**config.mk**
```make
export PLATFORM = sky130hd
export DESIGN_NAME = pwm_action_qualifier
export DESIGN_NICKNAME = d
export VERILOG_FILES = /design/src/rtl/pwm_action_qualifier.sv
export SDC_FILE = /design/constraint.sdc
export NUM_CORES = 1
export LEC_CHECK = 0
export BUFFER_PORTS_ARGS = -buffer_cell sky130_fd_sc_hd__buf_2
export CAP_MARGIN = 20
export CORE_MARGIN = 2
export CORE_UTILIZATION = 50
export CTS_CLUSTER_SIZE = 10
export DETAILED_ROUTE_END_ITERATION = 10
export PLACE_DENSITY = 0.81
export SETUP_SLACK_MARGIN = 0.3
export SYNTH_ARGS = -nofsm -noshare
export SYNTH_HDL_FRONTEND = slang
export SYNTH_SLANG_ARGS = --single-unit
```
**constraint.sdc**
```tcl
create_clock -name clk -period 3.5 [get_ports clk]
set_clock_uncertainty 0.2 [all_clocks]
set_input_delay 0 -clock clk [delete_from_list [all_inputs] [get_ports clk]]
set_output_delay 0 -clock clk [all_outputs]
set_load 0.01 [all_outputs]
```
**src/rtl/pwm_action_qualifier.sv**
```systemverilog
module pwm_action_qualifier (
  input  logic        clk,
  input  logic        rst_n,
  input  logic        tick,
  input  logic        ev_zero,
  input  logic        ev_period,
  input  logic        ev_cmpa_up,
  input  logic        ev_cmpb_up,
  input  logic        act_a_we,
  input  logic [11:0] act_a_wdata,
  input  logic        act_b_we,
  input  logic [11:0] act_b_wdata,
  input  logic        ovr_we,
  input  logic [7:0]  ovr_wdata,
  output logic        out_a,
  output logic        out_b
);

  logic [9:0] act_a, act_b;
  logic [3:0] ovr_shd, ovr_act;
  logic [1:0] rld_mode;
  logic       reload;
  logic [3:0] ovr_use;

  always_comb begin
    case (rld_mode)
      2'd0:    reload = tick && ev_zero;
      2'd1:    reload = tick && ev_period;
      2'd2:    reload = tick && (ev_zero || ev_period);
      default: reload = tick;
    endcase
  end

  assign ovr_use = reload ? ovr_shd : ovr_act;

  function automatic logic next_level(input logic cur, input logic [9:0] act,
                                      input logic [1:0] ovr);
    logic [1:0] code;
    code = 2'd0;
    if (ev_zero    && act[1:0] != 2'd0) code = act[1:0];
    if (ev_period  && act[3:2] != 2'd0) code = act[3:2];
    if (ev_cmpa_up && act[5:4] != 2'd0) code = act[5:4];
    if (ev_cmpb_up && act[9:8] != 2'd0) code = act[9:8];
    if (ovr == 2'd1) return 1'b0;
    if (ovr == 2'd2) return 1'b1;
    case (code)
      2'd1:    return 1'b0;
      2'd2:    return 1'b1;
      2'd3:    return ~cur;
      default: return cur;
    endcase
  endfunction

  always_ff @(posedge clk or negedge rst_n) begin
    if (!rst_n) begin
      act_a <= '0;
      act_b <= '0;
    end else begin
      if (act_a_we) act_a <= {act_a_wdata[9:8], act_a_wdata[5:0]} == 8'd0 ? 10'd0
                             : {act_a_wdata[9:8], 2'b00, act_a_wdata[5:0]};
      if (act_b_we) act_b <= {act_b_wdata[9:8], 2'b00, act_b_wdata[5:0]};
    end
  end

  always_ff @(posedge clk or negedge rst_n) begin
    if (!rst_n) begin
      ovr_shd  <= '0;
      rld_mode <= '0;
    end else if (ovr_we) begin
      ovr_shd  <= ovr_wdata[3:0];
      rld_mode <= ovr_wdata[7:6];
    end
  end

  always_ff @(posedge clk or negedge rst_n) begin
    if (!rst_n) ovr_act <= '0;
    else if (reload) ovr_act <= ovr_shd;
  end

  always_ff @(posedge clk or negedge rst_n) begin
    if (!rst_n) begin
      out_a <= 1'b0;
      out_b <= 1'b0;
    end else if (tick) begin
      out_a <= next_level(out_a, act_a, ovr_use[1:0]);
      out_b <= next_level(out_b, act_b, ovr_use[3:2]);
    end
  end

  assert_hold_without_tick_R2: assert property (@(posedge clk) disable iff (!rst_n)
    !tick |=> $stable(out_a) && $stable(out_b));

  assert_active_ovr_waits_tick_R2: assert property (@(posedge clk) disable iff (!rst_n)
    !tick |=> $stable(ovr_act));

  assert_shadow_only_on_write_R6: assert property (@(posedge clk) disable iff (!rst_n)
    !ovr_we |=> $stable(ovr_shd) && $stable(rld_mode));

  assert_immediate_force_high_R8: assert property (@(posedge clk) disable iff (!rst_n)
    tick && rld_mode == 2'd3 && ovr_shd[1:0] == 2'd2 |=> out_a);

  assert_immediate_force_low_R8: assert property (@(posedge clk) disable iff (!rst_n)
    tick && rld_mode == 2'd3 && ovr_shd[3:2] == 2'd1 |=> !out_b);

  assert_zero_mode_reload_R7: assert property (@(posedge clk) disable iff (!rst_n)
    tick && ev_zero && rld_mode == 2'd0 |=> ovr_act == $past(ovr_shd));

endmodule

```
==> results_dict.tcl, run 1 <==
set metrics [dict create \
    worst_setup_path_end_kind "register" \
    route.detailed.drc 0 \
    grt_pass1_vias 1418 \
    antenna_cells 0 \
    p_clk_share_pct 23.4 \
    total_power_uw 920.9 \
    sw_frac_of_total_pct 28.33 \
    combPwrFrac_pct 31.9 \
    clkSlewWorstSetupHoldPaths_ns 0.16 \
    use_met1_pct 31.05 \
    worstMarginPinSlew_ns 0.6304 \
    crit_path_max_fanout 6 \
    rsz0062_at_grt "no" \
    vias 1342 \
    globalRoute.busiestLayer "met2" \
    cap_violations 0 \
    io_buffers 33 \
    layout.area.seq_um2 700.7 \
    critPathSlowestCell "dfrtp_1" \
    cellPowerDensity_nw_per_um2 417.5 \
    rows 19 \
    path_class "register to register" \
    overflow 0 \
    final_nets 261 \
    avgSynthCellArea_um2 11.58 \
    place_inst 186 \
    start_kind "register" \
    antenna_left 0 \
    intPower_uw 660.0 \
    slew_viol_final 0 \
    ys_ff_latch 28 \
    whs_ns -0.003545 \
    p_sw_uw 260.9 \
    tns_ns 0 \
    hold_violations 6 \
    clk_latency_ns 0.33 \
    synthFlopType "dfrtp_1" \
    instances_no_fill 242 \
    finalCriticalPeriod_ns 2.932 \
    die_h_um 58.02 \
    crit_family "compound AO/OA/AOI/OAI gates" \
    synthDistinctLibCells 25 \
    n_fill_cell 158 \
    cpMostUsedCell "ha_1" \
    initial_core_util_pct 52.90 \
    multi_input_area_um2 716.9 \
    routedWlPerCell_um 16.44 \
    fin_crit_sh_pct 83.77 \
    cts_tree "done" \
    synthesis.nets 175 \
    viasPerCell 5.545 \
    p_seq_share_pct 44.6 \
    cts_buffers 3 \
    firstDrtPassIters 4 \
    core_um2 2758 \
    yosysTopAreaCell "dfrtp_1" \
    dp_hpwl_mm 2.145 \
    netlist_area_um2 1459 \
    critPathBufInv 1 \
    wirelength_mm 3.979 \
    grt_usage_pct 25.88 \
    slowest_delay_ns 0.43 \
    gr-usage-met2_pct 46.27 \
    setup_viol 0 \
    vdd_drop_max_mv 0.4012 \
    post_dp_cell_area_um2 1640 \
    dieArea_um2 3366 \
    synth_edf_count 0 \
    die_w_um 58.02 \
    cts_buffer_depth 2 \
    synthTopCellsByArea "dfrtp_1 48%, mux2_2 19%, ha_1 6.0%, o21ai_0 3.4%, nand2_1 3.3%" \
    violations "hold timing" \
    async_flop_share_pct 100.0 \
    io_pins 44 \
    crit_chain "inv_1 > ha_1 > a211oi_1 > nor2_1 > o21ai_4 > mux2_2 > ha_1 > a21boi_0 > a211o_1 > a32o_1" \
    leakagePower_nw 1.027 \
    ys_seq_area_share_pct 48.03 \
    final_layout_size_suffix_gt1_share_pct 30.81 \
    cts-htree-levels 1 \
    ys_warn_count 0 \
    synth_cells 126 \
    max_freq_mhz 341.1 \
    place.gp.congestion 0.7501 \
    drt-initial-drc-count 52 \
    utilization_pct 79.99 \
    hold_path.class "primary input to async pin" \
    synth_top_area_share_pct 48.03 \
    arrival_ns 2.97 \
    worstPathRequired_ns 3.54 \
    antenna_found_initial 0 \
    syn_to_final_growth_pct 51.20 \
    max_slew_margin_pct 57.97 \
    status "finished with violations" \
    globalRouteMet3Util_pct 5.134 \
    clock_sinks 28 \
    grt_max_degree 29 \
    grt_pass1_wl_mm 6.603 \
    cts_root_buffer "clkbuf_4" \
    final_area_um2 2206 \
]
-- cell usage after synthesis, types with 2 or more instances --
cell type and number:
dfrtp_1 28, nand2_1 13, o21ai_0 10, nand3_1 6, mux2_2 24, clkbuf_1 3
mux2i_1 4, inv_1 5, nor2b_1 3, a32o_1 3, a21boi_0 2, ha_1 7
a21oi_1 6
-- power groups by stage --
| stage | Sequential [mW] | Combinational, mW | Clock (mW) |
|---|---|---|---|
| 6_report | 0.411 | 0.294 | 0.216 |
| 5_1_grt | 0.416 | 0.326 | 0.230 |
| 3_5_place_dp | 0.414 | 0.218 | 0 |
| 2_1_floorplan | 0.409 | 0.151 | 0 |
| 4_1_cts | 0.407 | 0.279 | 0.216 |
| 3_3_place_gp | 0.411 | 0.205 | 0 |
-- sequential cells by signal, summed over array words and instances, names as in the netlist --
| name | cells |
|---|---|
| act_a | 8 |
| ovr_act | 4 |
| out_a | 1 |
| out_b | 1 |
| rld_mode | 2 |
| ovr_shd | 4 |
| act_b | 8 |
-- worst register-to-register path: stages (launching register included) --
cell and delay (ns):
dfrtp_1 0.43, inv_1 0.07, ha_1 0.30, a211oi_1 0.21
nor2_1 0.11, o21ai_4 0.26, mux2_2 0.38, ha_1 0.29
a21boi_0 0.08, a211o_1 0.29, a32o_1 0.22
-- final timing paths --
kind / from / end / slack (ns) / depth (start not counted)
setup / recovery: rld_mode[0] / out_b / 0.57 / 10
hold / removal: rst_n / ovr_shd[0] / -0.004 / 2
setup reg to reg: rld_mode[0] / out_b / 0.57 / 10
hold reg to reg: ovr_act[0] / ovr_act[0] / 0.35 / 1
max in group asynchronous: rst_n / rld_mode[1] / 2.69 / 2
min in group clk: ev_cmpa_up / out_a / 0.10 / 5
-- stage by stage --
stage | hold slack, ns | setup WS [ns]
6_report | -0.003545 | 0.5681
5_1_grt | 0.04144 | 0.3052
4_1_cts | 0.02384 | 0.5247
3_5_place_dp | -0.1472 | 0.5447
3_3_place_gp | -0.1632 | 0.6493
2_1_floorplan | -0.4956 | 0.7437
-- logic make-up after synthesis --
kind of cell,after synthesis,synth area share (%)
buffers and inverters,9,2.830
adder cells (fa/ha/maj),7,6.003
AND/OR/NAND/NOR,24,7.376
flip-flops,28,48.03
multiplexers,28,21.27
AO/OA/AOI/OAI,30,14.50
-- timing repair --
item                                    in CTS  in global routing
endpoints found under the setup margin       0                  1
hold endpoints to repair                    56                  0
buffers inserted                             0                  3
hold buffers                                49                  0
resized for setup                            0                  0
-- metal layers --
| metal | wire length [µm] | up-vias | part of all wire [%] |
|---|---|---|---|
| li1 | - | 627 | - |
| met1 | 1692 | 644 | 43 |
| met2 | 2036 | 60 | 51 |
| met3 | 184 | 11 | 4.6 |
| met4 | 65 | 0 | 1.6 |
| met5 | 0 | - | 0 |
-- cell usage in the layout (no fill, tap or decap) --
cell type      count
buf_4              3
a21boi_0           2
dlygate4sd3_1     49
buf_2             33
clkbuf_4           3
a22o_1             1
a21oi_1            6
a211oi_1           1
nand3_1            6
ha_1               7
a221o_1            1
o211a_1            1
mux2_2            24
o221ai_1           1
dfrtp_1           28
o21ai_4            1
inv_1              5
nor2b_1            3
o2bb2ai_1          1
a32o_1             3
nor2_1             1
mux2i_1            4
o21a_1             1
bufinv_16          1
o21ai_0           10
nand2_1           13
nand4_1            1
a211o_1            1
-- layout make-up --
cell class / count / area share (%)
inverters: 5 / 0.8508
clock buffers: 3 / 1.021
repair buffers: 85 / 30.74
flip-flops and latches: 28 / 31.76
well taps: 31 / 1.758
clock inverters: 1 / 1.361
multi-input cells: 89 / 32.50
Power figures use the tool's default switching activity.
==> inputs of run 2 (changes only) <==
Settings changed: CORE_UTILIZATION 50 to 45, PLACE_DENSITY 0.81 to 0.77.
Clock period 3.5 ns to 2.6 ns, I/O delays scaled along.
==> run 2 against run 1 <==
Effect of this change: via count rose by 1.8%; non-clock buffer count is 5 higher; largest power group unchanged; the run ends with hold timing, setup timing left; clock power decreased by 16%; critical path depth grew 2; critical endpoint is now out_a; die area is 10% higher; flip-flop and latch count stayed put; worst setup slack worse by 0.68 ns; cell count grew 7.0%.
==> results_dict.tcl, run 2 (same netlist as run 1, synthesis figures left out) <==
set metrics [dict create \
    die_h_um 60.94 \
    final_nets 266 \
    cts_buffer_depth 2 \
    utilization_pct 76.30 \
    dieArea_um2 3714 \
    antenna_found_initial 0 \
    final_common_cell "dlygate4sd3_1" \
    route.detailed.drc 0 \
    final_area_um2 2349 \
    slowest_delay_ns 0.45 \
    start_kind "register" \
    syn_to_final_growth_pct 60.98 \
    max_freq_mhz 368.2 \
    antenna_left 0 \
    worstMarginPinSlew_ns 0.6219 \
    leakagePower_nw 1.049 \
    dp_hpwl_mm 2.457 \
    fin_crit_sh_pct 104.5 \
    clkSlewWorstSetupHoldPaths_ns 0.15 \
    whs_ns -0.01058 \
    hold_path.class "primary input to async pin" \
    finalCriticalPeriod_ns 2.716 \
    overflow 0 \
    total_power_mw 1.250 \
    crit_chain "inv_2 > ha_4 > a211oi_2 > nor2_2 > o21ai_4 > buf_6 > mux2_4 > ha_4 > nand3_4 > a21oi_2 > o2bb2ai_1 > a22o_1" \
    grt_max_degree 29 \
    largest_registers "act_a x8, act_b x8" \
    clock_sinks 28 \
    core_um2 3078 \
    viasPerCell 5.274 \
    critPathLaunch "rld_mode[0]" \
    grt_usage_pct 23.05 \
    n_fill_cell 208 \
    rows 20 \
    initial_core_util_pct 47.40 \
    firstDrtPassIters 4 \
    cts_tree "done" \
    drt-initial-drc-count 26 \
    vias 1366 \
    final_layout_size_suffix_gt1_share_pct 39.07 \
    instances_no_fill 259 \
    arrival_ns 2.76 \
    cellPowerDensity_nw_per_um2 532.0 \
    antenna_cells 0 \
    cts_buffers 3 \
    crit_path_max_fanout 4 \
    r2r-start "rld_mode[0]" \
    hold_violations 14 \
    worst_slack_ns -0.1161 \
    wirelength_mm 3.858 \
    vdd_drop_max_mv 0.3764 \
    routedWlPerCell_um 14.90 \
    violations "hold timing, setup timing" \
    worstPathRequired_ns 2.64 \
    cpMostUsedCell "ha_4" \
    worst_setup_path_end_kind "register" \
    cts-htree-levels 1 \
    cts_root_buffer "clkbuf_4" \
    setup_viol 2 \
    slew_viol_final 0 \
    critPathBufInv 2 \
    die_w_um 60.94 \
    path_class "register to register" \
    post_dp_cell_area_um2 1749 \
    grt_pass1_vias 1420 \
    place.gp.congestion 0.7670 \
    critPathSlowestCell "dfrtp_1" \
    io_buffers 33 \
    crit_family "compound AO/OA/AOI/OAI gates" \
    clk_latency_ns 0.33 \
    cap_violations 0 \
    io_pins 44 \
    rsz0062_at_grt "yes" \
    status "finished with violations" \
    place_inst 201 \
    max_slew_margin_pct 58.54 \
    grt_pass1_wl_mm 6.216 \
    layout_common_cells "49 x dlygate4sd3_1, 33 x buf_2, 28 x dfrtp_1" \
]
==> run 2: changes by cell type in the layout (fill, tap and decap cells not counted), moves of 3 or more <==
cell / delta
ha_1: -5
ha_4: +4
buf_4: +3
mux2_2: -3
mux2_4: +3
==> run 2: stage by stage <==
stage	hold slack [ns]	setup WS [ns]	setup TNS, ns
final	-0.01058	-0.1161	-0.1664
after global placement	-0.1626	0.01881	0
after detailed placement	-0.1455	-0.1211	-0.2178
after global routing	0.03950	-0.2148	-0.3637
after floorplan	-0.4956	0.006926	0
after CTS	0.01852	-0.08612	-0.1256
==> run 2: layout make-up <==
| type | count | area (µm²) | area share (%) |
|---|---|---|---|
| Timing Repair Buffer | 90 | 723.2 | 30.79 |
| Clock buffer | 3 | 22.52 | 0.9590 |
| Sequential cell | 28 | 700.7 | 29.83 |
| Tap cell | 44 | 55.05 | 2.344 |
| Multi-Input combinational cell | 89 | 828.3 | 35.27 |
| Inverter | 5 | 18.77 | 0.7991 |
==> run 2: final timing paths <==
check | endpoint | slack [ns] | cells after the start
worst max register to register | out_a | -0.12 | 12
max in group asynchronous | act_a[8] | 1.80 | 2
worst min register to register | out_a | 0.36 | 1
worst max-delay path | out_a | -0.12 | 12
min in group clk | out_b | 0.05 | 5
worst min-delay path | ovr_act[1] | -0.01 | 2
==> run 2: timing repair <==
| action | in CTS | in global routing |
|---|---|---|
| hold buffers | 48 | 1 |
| gates resized for setup | 3 | 7 |
| pin swaps | 1 | 1 |
| setup buffers | 3 | 3 |
| endpoints found under the hold margin | 54 | 1 |
| endpoints found under the setup margin | 2 | 2 |
==> run 2: routing by layer <==
| metal | wire, µm | track usage, % | vias up |
|---|---|---|---|
| met5 | 0 | 0 | - |
| met4 | 97 | 9.627 | 0 |
| met3 | 119 | 2.772 | 14 |
| met2 | 2042 | 42.40 | 34 |
| met1 | 1600 | 26.89 | 680 |
| li1 | - | - | 638 |
==> run 2: worst register-to-register path: cells and delay by family (launching register included) <==
family                     cells  cell delay (ns)
and+or+nand+nor                2             0.14
muxes                          1             0.32
AOI/OAI and AO/OA              5             0.80
adders and majority gates      2             0.48
DFF                            1             0.45
buffers and inverters          2             0.23
==> run 2: where the power goes <==
part	switching (mW)	internal [mW]
registers	0.0568	0.502
logic	0.207	0.302
clock network	0.127	0.0545
total	0.390	0.859
==> inputs of run 3 (changes only) <==
Settings changed: CORE_ASPECT_RATIO from default to 0.75, CORE_MARGIN 2 to 8.
==> run 3 against run 2 <==
Effect of this change: the run ends with setup timing left; register-to-register slack better by 0.05 ns; sequential power hardly changed; die area is 44% higher; flip-flop and latch count stayed put; clock-buffer cell count is 1 higher; design area is 0.53% lower; wire length is 1.4% lower; critical endpoint is now out_b.
==> results_dict.tcl, run 3 (same netlist as run 1, synthesis figures left out) <==
set metrics [dict create \
    status "finished with violations" \
    violations "setup timing" \
    cts_tree "done" \
    max_slew_margin_pct 58.01 \
    fin_crit_sh_pct 102.4 \
    min_path_cells 4 \
    cap_violations 0 \
    path_class "register to register" \
    grt_pass1_vias 1340 \
    slew_viol_final 0 \
    start_kind "register" \
    clk_latency_ns 0.27 \
    layout_common_cells "48 x dlygate4sd3_1, 33 x buf_2, 28 x dfrtp_1" \
    clock_sinks 28 \
    crit_path_max_fanout 4 \
    overflow 0 \
    globalRoute.busiestLayer "met2" \
    arrival_ns 2.63 \
    die_h_um 65.31 \
    critPathSlowestCell "dfrtp_1" \
    cellPowerDensity_nw_per_um2 559.1 \
    worstMarginPinSlew_ns 0.6299 \
    rows 18 \
    viasPerCell 5.087 \
    wirelength_mm 3.804 \
    cts-htree-levels 1 \
    cts_root_buffer "clkbuf_8" \
    vdd_drop_max_mv 0.4246 \
    globalRouteMet3Util_pct 5.041 \
    io_buffers 33 \
    grt_usage_pct 15.23 \
    largest_registers "act_a x8, act_b x8" \
    max_freq_mhz 375.6 \
    route.detailed.drc 0 \
    use_met1_pct 18.83 \
    antenna_left 0 \
    worstPathRequired_ns 2.57 \
    cts_buffer_depth 2 \
    tns_ns -0.06212 \
    drt-initial-drc-count 70 \
    cpMostUsedCell "ha_4" \
    crit_chain "inv_2 > ha_4 > a211oi_2 > nor2_2 > o21ai_4 > mux2_4 > ha_4 > a21boi_0 > a211o_1 > a32o_1" \
    instances_no_fill 252 \
    vias 1282 \
    grt_max_degree 29 \
    antenna_cells 0 \
    gr-usage-met2_pct 25.66 \
    place_inst 196 \
    setup_viol 1 \
    crit_family "compound AO/OA/AOI/OAI gates" \
    io_pins 44 \
    leakagePower_nw 1.043 \
    dp_hpwl_mm 2.422 \
    utilization_pct 73.04 \
    core_um2 3198 \
    final_common_cell "dlygate4sd3_1" \
    routedWlPerCell_um 15.10 \
    place.gp.congestion 0.8162 \
    worst_setup_path_end_kind "register" \
    slowest_delay_ns 0.41 \
    cts_buffers 3 \
    finalCriticalPeriod_ns 2.662 \
    dieArea_um2 5339 \
    syn_to_final_growth_pct 60.12 \
    final_nets 262 \
    die_w_um 81.75 \
    hold_violations 0 \
    n_fill_cell 218 \
    reg2reg_depth 10 \
    grt_pass1_wl_mm 6.444 \
    hold_path.class "primary input to register" \
    clkSlewWorstSetupHoldPaths_ns 0.09 \
    antenna_found_initial 0 \
    path_depth 10 \
    initial_core_util_pct 45.62 \
    final_layout_size_suffix_gt1_share_pct 38.68 \
    firstDrtPassIters 4 \
    critPathBufInv 1 \
    rsz0062_at_grt "yes" \
    worst_slack_ns -0.06212 \
]
==> run 3: cell types whose count changed in the layout (fill, tap and decap cells not counted), sizes merged <==
cell and delta:
dlygate4sd3 -1, clkbuf +1, buf -3
==> run 3: path summary, 6_finish.rpt <==
kind	startpoint	end	slack (ns)
min in group asynchronous	rst_n	rld_mode[0]	0.07
hold / removal	ev_cmpb_up	out_a	0.05
max in group asynchronous	rst_n	act_b[3]	1.72
setup / recovery	rld_mode[0]	out_b	-0.06
hold reg to reg	out_a	out_a	0.36
setup reg to reg	rld_mode[0]	out_b	-0.06
==> run 3: routing by layer <==
metal,vias up,wire length (µm)
met3,4,176
li1,632,-
met4,0,27
met1,623,1626
met2,23,1973
met5,-,0
==> run 3: where the power goes <==
group	switching [mW]	internal, mW
clock	0.132	0.136
combinational	0.194	0.285
sequential	0.0574	0.502
==> run 3: worst min-delay path, stage by stage <==
cell       delay (ns)
buf_2            0.15
a21oi_1          0.08
o2bb2ai_1        0.14
a22o_1           0.12
==> run 3: per-stage QoR <==
step | setup WS (ns) | total power [mW] | hold slack [ns] | area (µm²)
CTS | -0.03020 | 1.289 | 0.02638 | 2318
floorplan | 0.006926 | 0.8054 | -0.4956 | 1536
global placement | 0.01384 | 0.8963 | -0.1626 | 1737
detailed placement | -0.08193 | 0.9174 | -0.1501 | 1737
finish | -0.06212 | 1.306 | 0.04776 | 2336
global route | -0.1901 | 1.390 | 0.06443 | 2336
==> run 3: area by class of cell <==
type	count	area, µm²	share of cell area, %
clock buffers	4	55.05	2.357
well taps	40	50.05	2.142
repair buffers	86	686.9	29.41
multi-input cells	89	824.5	35.30
flip-flops and latches	28	700.7	29.99
inverters	5	18.77	0.8034
==> run 3: timing repair <==
item                       in CTS  in global routing
hold endpoints to repair       52                  0
resized for setup               5                  3
setup buffers                   3                  1
setup endpoints to repair       2                  2
hold buffers                   48                  0
pin swaps                       1                  2
